$ cat src/rtl/scs_pkg.sv
package scs_pkg;

  typedef enum logic [1:0] {
    SH_ROTL = 2'b00,
    SH_LSL  = 2'b01,
    SH_LSR  = 2'b10,
    SH_ASR  = 2'b11
  } sh_op_e;

  localparam int MAXW = 64;

  // ones in positions below k
  function automatic logic [MAXW-1:0] low_ones(input int k);
    logic [MAXW-1:0] m;
    for (int i = 0; i < MAXW; i++) m[i] = (i < k);
    return m;
  endfunction

endpackage

$ cat src/rtl/scs_shift_stage.sv
module scs_shift_stage
  import scs_pkg::*;
#(
  parameter int WIDTH = 16,
  parameter int DIST  = 1,
  parameter int STG   = 0,
  parameter int IDXW  = 6
) (
  input  logic [WIDTH-1:0] v_i,
  input  logic             en_i,
  input  sh_op_e           op_i,
  input  logic             flt_en_i,
  input  logic [IDXW-1:0]  flt_idx_i,
  input  logic             flt_val_i,
  output logic [WIDTH-1:0] v_o
);

  localparam logic [WIDTH-1:0] KEEP_L = ~low_ones(DIST)[WIDTH-1:0];
  localparam logic [WIDTH-1:0] KEEP_R = low_ones(WIDTH - DIST)[WIDTH-1:0];

  function automatic logic [WIDTH-1:0] rot_left(input logic [WIDTH-1:0] v);
    logic [WIDTH-1:0] r;
    for (int j = 0; j < WIDTH; j++) r[j] = v[(j - DIST + WIDTH) % WIDTH];
    return r;
  endfunction

  function automatic logic [WIDTH-1:0] rot_right(input logic [WIDTH-1:0] v);
    logic [WIDTH-1:0] r;
    for (int j = 0; j < WIDTH; j++) r[j] = v[(j + DIST) % WIDTH];
    return r;
  endfunction

  function automatic logic [WIDTH-1:0] move(input logic [WIDTH-1:0] v, input sh_op_e op);
    case (op)
      SH_ROTL: return rot_left(v);
      SH_LSL:  return rot_left(v) & KEEP_L;
      SH_LSR:  return rot_right(v) & KEEP_R;
      SH_ASR:  return (rot_right(v) & KEEP_R) | ({WIDTH{v[WIDTH-1]}} & ~KEEP_R);
      default: return v;
    endcase
  endfunction

  logic [WIDTH-1:0] moved;

  assign moved = en_i ? move(v_i, op_i) : v_i;

  // test-only stuck-at override on this stage's outputs
  always_comb begin
    for (int j = 0; j < WIDTH; j++) begin
      if (flt_en_i && (flt_idx_i == IDXW'(STG * WIDTH + j))) v_o[j] = flt_val_i;
      else                                                  v_o[j] = moved[j];
    end
  end

endmodule

$ cat src/rtl/scs_parity_pred.sv
module scs_parity_pred
  import scs_pkg::*;
#(
  parameter int WIDTH = 16,
  parameter int SHW   = 4
) (
  input  logic [WIDTH-1:0] data_i,
  input  logic             par_i,
  input  logic [SHW-1:0]   amt_i,
  input  sh_op_e           op_i,
  output logic             drop_par_o,
  output logic             fill_par_o,
  output logic             par_o
);

  // bits leaving at the top for a left shift by k
  function automatic logic [WIDTH-1:0] top_mask(input int k);
    return ~low_ones(WIDTH - k)[WIDTH-1:0];
  endfunction

  // bits leaving at the bottom for a right shift by k
  function automatic logic [WIDTH-1:0] bot_mask(input int k);
    return low_ones(k)[WIDTH-1:0];
  endfunction

  always_comb begin
    drop_par_o = 1'b0;
    fill_par_o = 1'b0;
    case (op_i)
      SH_ROTL: begin
        drop_par_o = 1'b0;
        fill_par_o = 1'b0;
      end
      SH_LSL:  drop_par_o = ^(data_i & top_mask(int'(amt_i)));
      SH_LSR:  drop_par_o = ^(data_i & bot_mask(int'(amt_i)));
      SH_ASR: begin
        drop_par_o = ^(data_i & bot_mask(int'(amt_i)));
        fill_par_o = data_i[WIDTH-1] & amt_i[0];
      end
      default: ;
    endcase
  end

  assign par_o = par_i ^ drop_par_o ^ fill_par_o;

endmodule

$ cat src/rtl/scs_tr_checker.sv
module scs_tr_checker #(
  parameter int WIDTH = 16
) (
  input  logic [WIDTH-1:0] word_i,
  input  logic             pred_i,
  output logic             res_par_o,
  output logic [1:0]       pair_o
);

  assign res_par_o = ^word_i;
  // complementary rails when real and predicted parity agree
  assign pair_o    = {res_par_o, ~pred_i};

endmodule

$ cat src/rtl/scs_shifter.sv
module scs_shifter
  import scs_pkg::*;
#(
  parameter int WIDTH = 16,
  localparam int SHW  = $clog2(WIDTH),
  localparam int FIW  = $clog2(SHW * WIDTH)
) (
  input  logic [WIDTH-1:0] data_i,
  input  logic             par_i,
  input  logic [SHW-1:0]   amt_i,
  input  logic [1:0]       op_i,
  input  logic             flt_en_i,
  input  logic [FIW-1:0]   flt_idx_i,
  input  logic             flt_val_i,
  output logic [WIDTH-1:0] data_o,
  output logic             par_o,
  output logic [1:0]       chk_o
);

  sh_op_e           op;
  logic [WIDTH-1:0] stage_v [0:SHW];
  logic             drop_par;
  logic             fill_par;
  logic             pred_par;
  logic             res_par;

  assign op         = sh_op_e'(op_i);
  assign stage_v[0] = data_i;

  for (genvar g = 0; g < SHW; g++) begin : g_stage
    scs_shift_stage #(
      .WIDTH (WIDTH),
      .DIST  (1 << g),
      .STG   (g),
      .IDXW  (FIW)
    ) stage_i (
      .v_i       (stage_v[g]),
      .en_i      (amt_i[g]),
      .op_i      (op),
      .flt_en_i  (flt_en_i),
      .flt_idx_i (flt_idx_i),
      .flt_val_i (flt_val_i),
      .v_o       (stage_v[g+1])
    );
  end

  scs_parity_pred #(
    .WIDTH (WIDTH),
    .SHW   (SHW)
  ) pred_i (
    .data_i     (data_i),
    .par_i      (par_i),
    .amt_i      (amt_i),
    .op_i       (op),
    .drop_par_o (drop_par),
    .fill_par_o (fill_par),
    .par_o      (pred_par)
  );

  scs_tr_checker #(
    .WIDTH (WIDTH)
  ) chk_i (
    .word_i    (stage_v[SHW]),
    .pred_i    (pred_par),
    .res_par_o (res_par),
    .pair_o    (chk_o)
  );

  assign data_o = stage_v[SHW];
  assign par_o  = pred_par;

endmodule

$ cat config.mk
export PLATFORM = sky130hd
export DESIGN_NAME = scs_shifter
export DESIGN_NICKNAME = d
export VERILOG_FILES = /design/src/rtl/scs_pkg.sv /design/src/rtl/scs_shift_stage.sv /design/src/rtl/scs_parity_pred.sv /design/src/rtl/scs_tr_checker.sv /design/src/rtl/scs_shifter.sv
export SDC_FILE = /design/constraint.sdc
export NUM_CORES = 1
export LEC_CHECK = 0
export BUFFER_PORTS_ARGS = -buffer_cell sky130_fd_sc_hd__buf_2
export CELL_PAD_IN_SITES_DETAIL_PLACEMENT = 0
export CELL_PAD_IN_SITES_GLOBAL_PLACEMENT = 2
export CORE_MARGIN = 4
export CORE_UTILIZATION = 37
export DETAILED_ROUTE_END_ITERATION = 7
export GPL_ROUTABILITY_DRIVEN = 0
export PLACE_DENSITY = 0.91
export SETUP_SLACK_MARGIN = 0.1
export SLEW_MARGIN = 20
export SYNTH_ARGS = -nofsm -noshare
export SYNTH_HDL_FRONTEND = slang
export SYNTH_SLANG_ARGS = --single-unit
$ cat constraint.sdc
create_clock -name vclk -period 12.3
set_clock_uncertainty 0.2 [all_clocks]
set_input_delay 2.46 -clock vclk [all_inputs]
set_output_delay 2.46 -clock vclk [all_outputs]
set_load 0.005 [all_outputs]
==> flow_summary.toml, run 1 <==
[placement]
post-dp-hpwl_um = 13100
port-buffer-count = 50
post-place-cells = 791
placed_cell_area_mm2 = 0.00451

[floorplanning]
initial_utilization_pct = 38.1
core-area_mm2 = 0.0115
dieArea_mm2 = 0.0136
rows = 39
die_w_um = 117
ios = 50
die_h_um = 117

[hold_path]
hp-class = "input pin to output pin"

[synthesis]
synth_cell_types = 96
synth_top_area_share_pct = 6.76
synth_top_family_by_area = "compound AO/OA/AOI/OAI gates"
yosys-top-cells-area = "a21oi_1 6.8%, mux2i_1 5.5%, o21ai_0 5.3%, nor2_1 5.1%, nand2_1 4.5%"
synthTopCellsByCount = "59 x a21oi_1, 59 x nor2_1, 52 x nand2_1"
synth_compound_area_share_pct = 47.2
yosys.area_share.adder_pct = 0.859
synth_xor_area_share_pct = 7.62
synthSimpleGateAreaFrac_pct = 27.8
syn_inst = 663
netlist_area_mm2 = 0.00437
synth-seq-area-share_pct = 0
ys_warn_count = 0
synth.avg_cell_area_um2 = 6.59
synthMuxAreaShare_pct = 7.05
synth_top_cell_by_area = "a21oi_1"
syn_nets = 697

[detailed_routing]
via_per_inst = 7.28
firstDrtPassIters = 6
ant_nets = 0
drc = 0
vias = 5759
routed_wl_um = 18900
avgRoutedWirePerCell_um = 24.0
drt_iter0_drc = 1002

[setup_path]
path_class = "input pin to output pin"
cp.required_ns = 9.64
cp-start-kind = "input pin"
worst-endpoint-arrival_ns = 6.85
critPathMaxFanout = 43
cp-end-kind = "output pin"
crit_start = "op_i[1]"
cp-endpoint = "chk_o[1]"

[finish]
instances_no_fill = 791
layout-drive-gt1-share_pct = 15.3
finish.instance_area_mm2 = 0.00451
seq_cells = 0
nets = 684
clkbuf_count = 0
diodes = 0
regArea_um2 = 0
synthToLayoutAreaGrowth_pct = 3.35

[global_routing]
grt_pass1_vias = 5208
grt_overflow = 0
grt_max_degree = 53
grt_pass1_wl_um = 29400
gr-usage-all-layers_pct = 26.9
antenna_found_initial = 0

[run]
max_cap_viol_count = 0

[sta]
final.setup.tns_ns = 0
fin_crit_sh_pct = 77.3
hold_viol = 0
slew_headroom_pct = 32.5
period_needed_ns = 9.51
drv_slew = 0
tightest_slew_ns = 1.01
setup_viol = 0
fmax_mhz = 105
rsz0062_at_grt = "false"

[clocking]
post_cts_buffers = 0
cts_resized = 0
hold_buffers = 0

[pwr]
p_leak_nw = 1.62
finalPower_mw = 0.248
ir_drop_uv = 75.1
p_per_area_mw_per_mm2 = 54.8

[status]
status = "completed"
## metal layers
metal  global-route usage (%)  routed length (um)  up-vias
li1                         -                   -     2549
met1                     37.6                7890     2660
met2                     42.2                8030      473
met3                     4.35                2280       77
met4                     8.26                 746        0
met5                        0                   0        -
## cell type report
type / instances / area [um^2]
multi-input cells: 573 / 3950
repair buffers: 60 / 325
inverters: 15 / 56.3
fillers: 1233 / 6950
well taps: 143 / 179
## how the worst min path moves through the flow
stage,start,endpoint,slack (ns),cells past startpoint
5_1_grt,par_i,par_o,5.01,3
4_1_cts,par_i,par_o,5.00,3
6_report,par_i,par_o,5.00,3
3_5_place_dp,par_i,par_o,5.00,3
3_3_place_gp,par_i,par_o,5.00,3
2_1_floorplan,par_i,par_o,4.78,1
## through the flow
| stage | util, % | setup WS [ns] | hold WS (ns) |
|---|---|---|---|
| 5_1_grt | 39.4 | 2.60 | 5.01 |
| 4_1_cts | 39.4 | 2.89 | 5.00 |
| 3_3_place_gp | 39.4 | 3.06 | 5.00 |
| 2_1_floorplan | - | 3.91 | 4.78 |
| 6_report | 39.4 | 2.79 | 5.00 |
| 3_5_place_dp | 39.4 | 2.90 | 5.00 |
## logic make-up after synthesis
| group | count (synthesis) |
|---|---|
| AOI/OAI and AO/OA | 292 |
| and+or+nand+nor | 218 |
| buffers and inverters | 90 |
| xor gates and xnor gates | 30 |
| muxes | 30 |
| adders and majority gates | 3 |
## critical path, cell delays in order
cell	delay [ns]
buf_2	0.70
nand2_1	0.31
o41ai_2	0.42
a41oi_2	0.11
a221oi_2	0.50
a21o_1	0.32
o22ai_1	0.12
o32ai_2	0.34
xnor3_1	0.46
xor3_1	0.24
xnor3_1	0.35
xnor3_1	0.35
buf_2	0.13
## power breakdown
| part | internal (mW) | switching (mW) |
|---|---|---|
| sequential | 0 | 0 |
| clock | 0 | 0 |
| combinational | 0.109 | 0.139 |
| total | 0.109 | 0.139 |
## placed cells by master, fill, tap and decap left out, types with 7 or more instances in the layout
| master | count |
|---|---|
| a31oi_1 | 11 |
| a22oi_1 | 9 |
| o22ai_1 | 17 |
| o211ai_1 | 17 |
| buf_2 | 50 |
| nor2_1 | 59 |
| buf_4 | 10 |
| o31ai_1 | 8 |
| o21a_1 | 8 |
| a21o_1 | 13 |
| nand2_1 | 52 |
| a211oi_1 | 13 |
| nor3_1 | 17 |
| o21ai_0 | 46 |
| xnor2_1 | 18 |
| or3_1 | 7 |
| a21oi_1 | 59 |
| mux2i_1 | 24 |
| xor2_1 | 7 |
| a32o_1 | 7 |
| inv_1 | 12 |
| nand3_1 | 19 |
Power figures use the tool's default switching activity.
==> run 2, diff against run 1 <==
--- a/config.mk
+++ b/config.mk
@@ -9,10 +9,10 @@
 export CELL_PAD_IN_SITES_DETAIL_PLACEMENT = 0
 export CELL_PAD_IN_SITES_GLOBAL_PLACEMENT = 2
 export CORE_MARGIN = 4
-export CORE_UTILIZATION = 37
+export CORE_UTILIZATION = 35
 export DETAILED_ROUTE_END_ITERATION = 7
 export GPL_ROUTABILITY_DRIVEN = 0
-export PLACE_DENSITY = 0.91
+export PLACE_DENSITY = 0.87
 export SETUP_SLACK_MARGIN = 0.1
 export SLEW_MARGIN = 20
 export SYNTH_ARGS = -nofsm -noshare
==> constraint.sdc (replaced) <==
create_clock -name vclk -period 9.4
set_clock_uncertainty 0.2 [all_clocks]
set_input_delay 1.88 -clock vclk [all_inputs]
set_output_delay 1.88 -clock vclk [all_outputs]
set_load 0.005 [all_outputs]
==> flow_summary.toml, run 2 (synthesis gave the netlist of run 1 again) <==
[sta]
rsz0062_at_grt = "false"
fmax_mhz = 118
worst_hold_slack_ns = 3.84
fin_crit_sh_pct = 90.2
slew_headroom_pct = 30.5
hold_viol = 0
drv_slew = 0
setup_viol = 0
final.setup.tns_ns = 0
tightest_slew_ns = 1.04
period_needed_ns = 8.48

[placement]
post-dp-hpwl_um = 13700
port-buffer-count = 50
post-place-cells = 818
placed_cell_area_mm2 = 0.00456

[status]
status = "completed"

[finish]
instances_no_fill = 818
nets = 686
regArea_um2 = 0
nFillCells = 1334
synthToLayoutAreaGrowth_pct = 4.55
seq_cells = 0
layout-drive-gt1-share_pct = 15.7
diodes = 0
finish.instance_area_mm2 = 0.00457
clkbuf_count = 0
mostFrequentLayoutCells = "59 x nor2_1, 59 x a21oi_1, 52 x nand2_1"

[floorplanning]
core-area_mm2 = 0.0121
dieArea_mm2 = 0.0143
die_w_um = 120
die_h_um = 120
initial_utilization_pct = 36.1
rows = 40
ios = 50

[global_routing]
gr-usage-all-layers_pct = 25.2
grt_max_degree = 52
grt_pass1_vias = 5092
grt_pass1_wl_um = 29500
grt_overflow = 0
antenna_found_initial = 0

[detailed_routing]
vias = 5734
firstDrtPassIters = 6
avgRoutedWirePerCell_um = 23.4
via_per_inst = 7.01
drc = 0
drt_iter0_drc = 942
ant_nets = 0
routed_wl_um = 19200

[setup_path]
critPathMaxFanout = 47
path_class = "input pin to output pin"
worst-endpoint-arrival_ns = 6.40
cp-end-kind = "output pin"
cp.required_ns = 7.32
cp-start-kind = "input pin"

[clocking]
hold_buffers = 0
cts_resized = 0
post_cts_buffers = 0

[run]
max_cap_viol_count = 0

[pwr]
p_per_area_mw_per_mm2 = 71.2
ir_drop_uv = 84.6
p_leak_nw = 1.63

[hold_path]
hp-class = "input pin to output pin"
hold_path.startpoint = "par_i"
holdPathStages = 3
worstHoldEndpoint = "par_o"
-- run 2: changes by cell type in the layout (fill, tap and decap cells not counted) --
cell,before,now
nor4_1,4,3
buf_4,10,12
nor4_2,0,1
-- run 2: how the worst max path moves through the flow --
stage                 startpoint  slack [ns]  endpoint  cells after the start
finish                   op_i[1]        0.92  chk_o[1]                     13
global route             op_i[1]        0.67  chk_o[1]                     13
CTS                      op_i[1]        0.97  chk_o[1]                     13
detailed placement       op_i[1]        0.98  chk_o[1]                     13
global placement         op_i[1]        1.20  chk_o[1]                     13
floorplan           flt_idx_i[0]        2.17  chk_o[1]                     14
-- run 2: per-layer routing --
metal	part of all wire (%)	global-route usage (%)	routed length, um	vias to the layer above
li1	-	-	-	2560
met1	42	35.6	8050	2680
met2	44	40.9	8530	439
met3	11	2.97	2040	55
met4	2.9	5.65	555	0
met5	0	0	0	-
-- run 2: layout make-up --
type               count  area, um^2  area share, %
multi-input cells    573        3960           86.7
repair buffers        62         340           7.45
well taps            168         210           4.60
inverters             15        56.3           1.23
-- run 2: critical path, stage by stage --
cell      delay [ns]
buf_2           0.75
nand2_1         0.34
o41ai_2         0.41
a41oi_2         0.11
a221oi_2        0.54
a21o_1          0.31
o22ai_1         0.13
o32ai_2         0.33
xnor3_1         0.47
xor3_1          0.24
xnor3_1         0.36
xnor3_1         0.35
buf_2           0.13
-- run 2: per-stage QoR --
stage | util, % | setup slack, ns | total power, mW
after floorplan | - | 2.17 | 0.245
after global routing | 37.7 | 0.673 | 0.348
final | 37.7 | 0.924 | 0.325
after global placement | 37.7 | 1.20 | 0.316
after CTS | 37.7 | 0.968 | 0.319
after detailed placement | 37.7 | 0.978 | 0.317
-- run 2: power breakdown --
part | internal [mW] | leakage, nW | switching [mW] | total (mW)
registers | 0 | 0 | 0 | 0
logic | 0.143 | 1.63 | 0.182 | 0.325
clock network | 0 | 0 | 0 | 0
==> run 3, diff against run 2 <==
--- a/config.mk
+++ b/config.mk
@@ -8,10 +8,8 @@
 export BUFFER_PORTS_ARGS = -buffer_cell sky130_fd_sc_hd__buf_2
 export CELL_PAD_IN_SITES_DETAIL_PLACEMENT = 0
 export CELL_PAD_IN_SITES_GLOBAL_PLACEMENT = 2
-export CORE_MARGIN = 4
 export CORE_UTILIZATION = 35
 export DETAILED_ROUTE_END_ITERATION = 7
-export GPL_ROUTABILITY_DRIVEN = 0
 export PLACE_DENSITY = 0.87
 export SETUP_SLACK_MARGIN = 0.1
 export SLEW_MARGIN = 20
==> flow_summary.toml, run 3 (synthesis gave the netlist of run 1 again) <==
[detailed_routing]
vias = 5652
firstDrtPassIters = 5
avgRoutedWirePerCell_um = 23.5
ant_nets = 0
routed_wl_um = 19400
drt_iter0_drc = 769
via_per_inst = 6.87
drc = 0

[clocking]
hold_buffers = 0
cts_resized = 0
post_cts_buffers = 0

[finish]
nets = 691
nFillCells = 1362
regArea_um2 = 0
mostFrequentLayoutCells = "59 x nor2_1, 59 x a21oi_1, 52 x nand2_1"
final_util_pct = 38.0
diodes = 0
layout-drive-gt1-share_pct = 16.2
seq_cells = 0
instances_no_fill = 823
synthToLayoutAreaGrowth_pct = 5.27
finish.instance_area_mm2 = 0.00460
clkbuf_count = 0

[setup_path]
path_class = "input pin to output pin"
path_cells = "buf_2 > nand2_1 > o41ai_2 > a41oi_2 > a221oi_2 > a21o_1 > o22ai_1 > o32ai_2 > xnor3_1 > xor3_1 > xnor3_1 > xnor3_1 > buf_2"
cp.required_ns = 7.32
cp-start-kind = "input pin"
cp_common_cell = "xnor3_1"
cp_slowest_cell = "buf_2"
worst-endpoint-arrival_ns = 6.16
critPathMaxFanout = 31
cp-end-kind = "output pin"
slowest_delay_ns = 0.55

[floorplanning]
initial_utilization_pct = 36.1
ios = 50
dieArea_mm2 = 0.0129
core-area_mm2 = 0.0121
rows = 40
die_h_um = 114
die_w_um = 114

[sta]
hold_viol = 0
setup_viol = 0
drv_slew = 0
slew_headroom_pct = 29.6
fin_crit_sh_pct = 87.7
final.setup.tns_ns = 0
layout_setup_ws_ns = 1.16
period_needed_ns = 8.24
fmax_mhz = 121
rsz0062_at_grt = "false"
tightest_slew_ns = 1.04

[status]
status = "completed"

[run]
max_cap_viol_count = 0

[placement]
port-buffer-count = 50
placed_cell_area_mm2 = 0.00460
finalWeightedCongestion = 0.966
post-dp-hpwl_um = 14100
post-place-cells = 823
place_ws_ns = 1.24

[global_routing]
grt_overflow = 0
gr-usage-all-layers_pct = 29.4
grt_pass1_vias = 5080
antenna_found_initial = 0
grt_pass1_wl_um = 30000
grt_max_degree = 52

[hold_path]
hp-class = "input pin to output pin"

[pwr]
ir_drop_uv = 148
p_per_area_mw_per_mm2 = 70.9
p_leak_nw = 1.65
## run 3: cell count changes in the layout (fill, tap and decap cells not counted)
cell / delta
buf_4: +5
nor4_2: -1
nor4_1: +1
## run 3: worst max-delay path, delay by kind of cell
| family | cells | cell delay [ns] |
|---|---|---|
| AND/OR/NAND/NOR | 1 | 0.35 |
| AO/OA/AOI/OAI | 6 | 1.82 |
| buffers and inverters | 2 | 0.68 |
| XOR/XNOR | 4 | 1.41 |
## run 3: report_power, final
| part | internal [mW] | total (mW) | switching [mW] |
|---|---|---|---|
| clock network | 0 | 0 | 0 |
| logic | 0.144 | 0.326 | 0.182 |
| registers | 0 | 0 | 0 |
## run 3: routing by layer
layer	vias to the layer above	track usage, %	wire (um)
met4	0	7.98	649
li1	2571	-	-
met1	2674	41.7	8170
met2	356	47.8	8590
met3	51	2.28	1970
met5	-	0	0
## run 3: path summary, 6_finish.rpt
kind	start	endpoint	slack (ns)	depth (start not counted)
min	par_i	par_o	3.84	3
max	op_i[1]	chk_o[1]	1.16	13
## run 3: final cells by class
cell class | instances | area (um^2) | area share [%]
Tap cell | 168 | 210 | 4.57
Multi-Input combinational cell | 573 | 3950 | 86.0
Timing Repair Buffer | 67 | 378 | 8.22
Inverter | 15 | 56.3 | 1.22
## run 3: through the flow
step                hold WS [ns]  total power [mW]
detailed placement          3.84             0.320
CTS                         3.84             0.321
finish                      3.84             0.326
floorplan                   3.62             0.245
global placement            3.83             0.319
global route                3.85             0.350
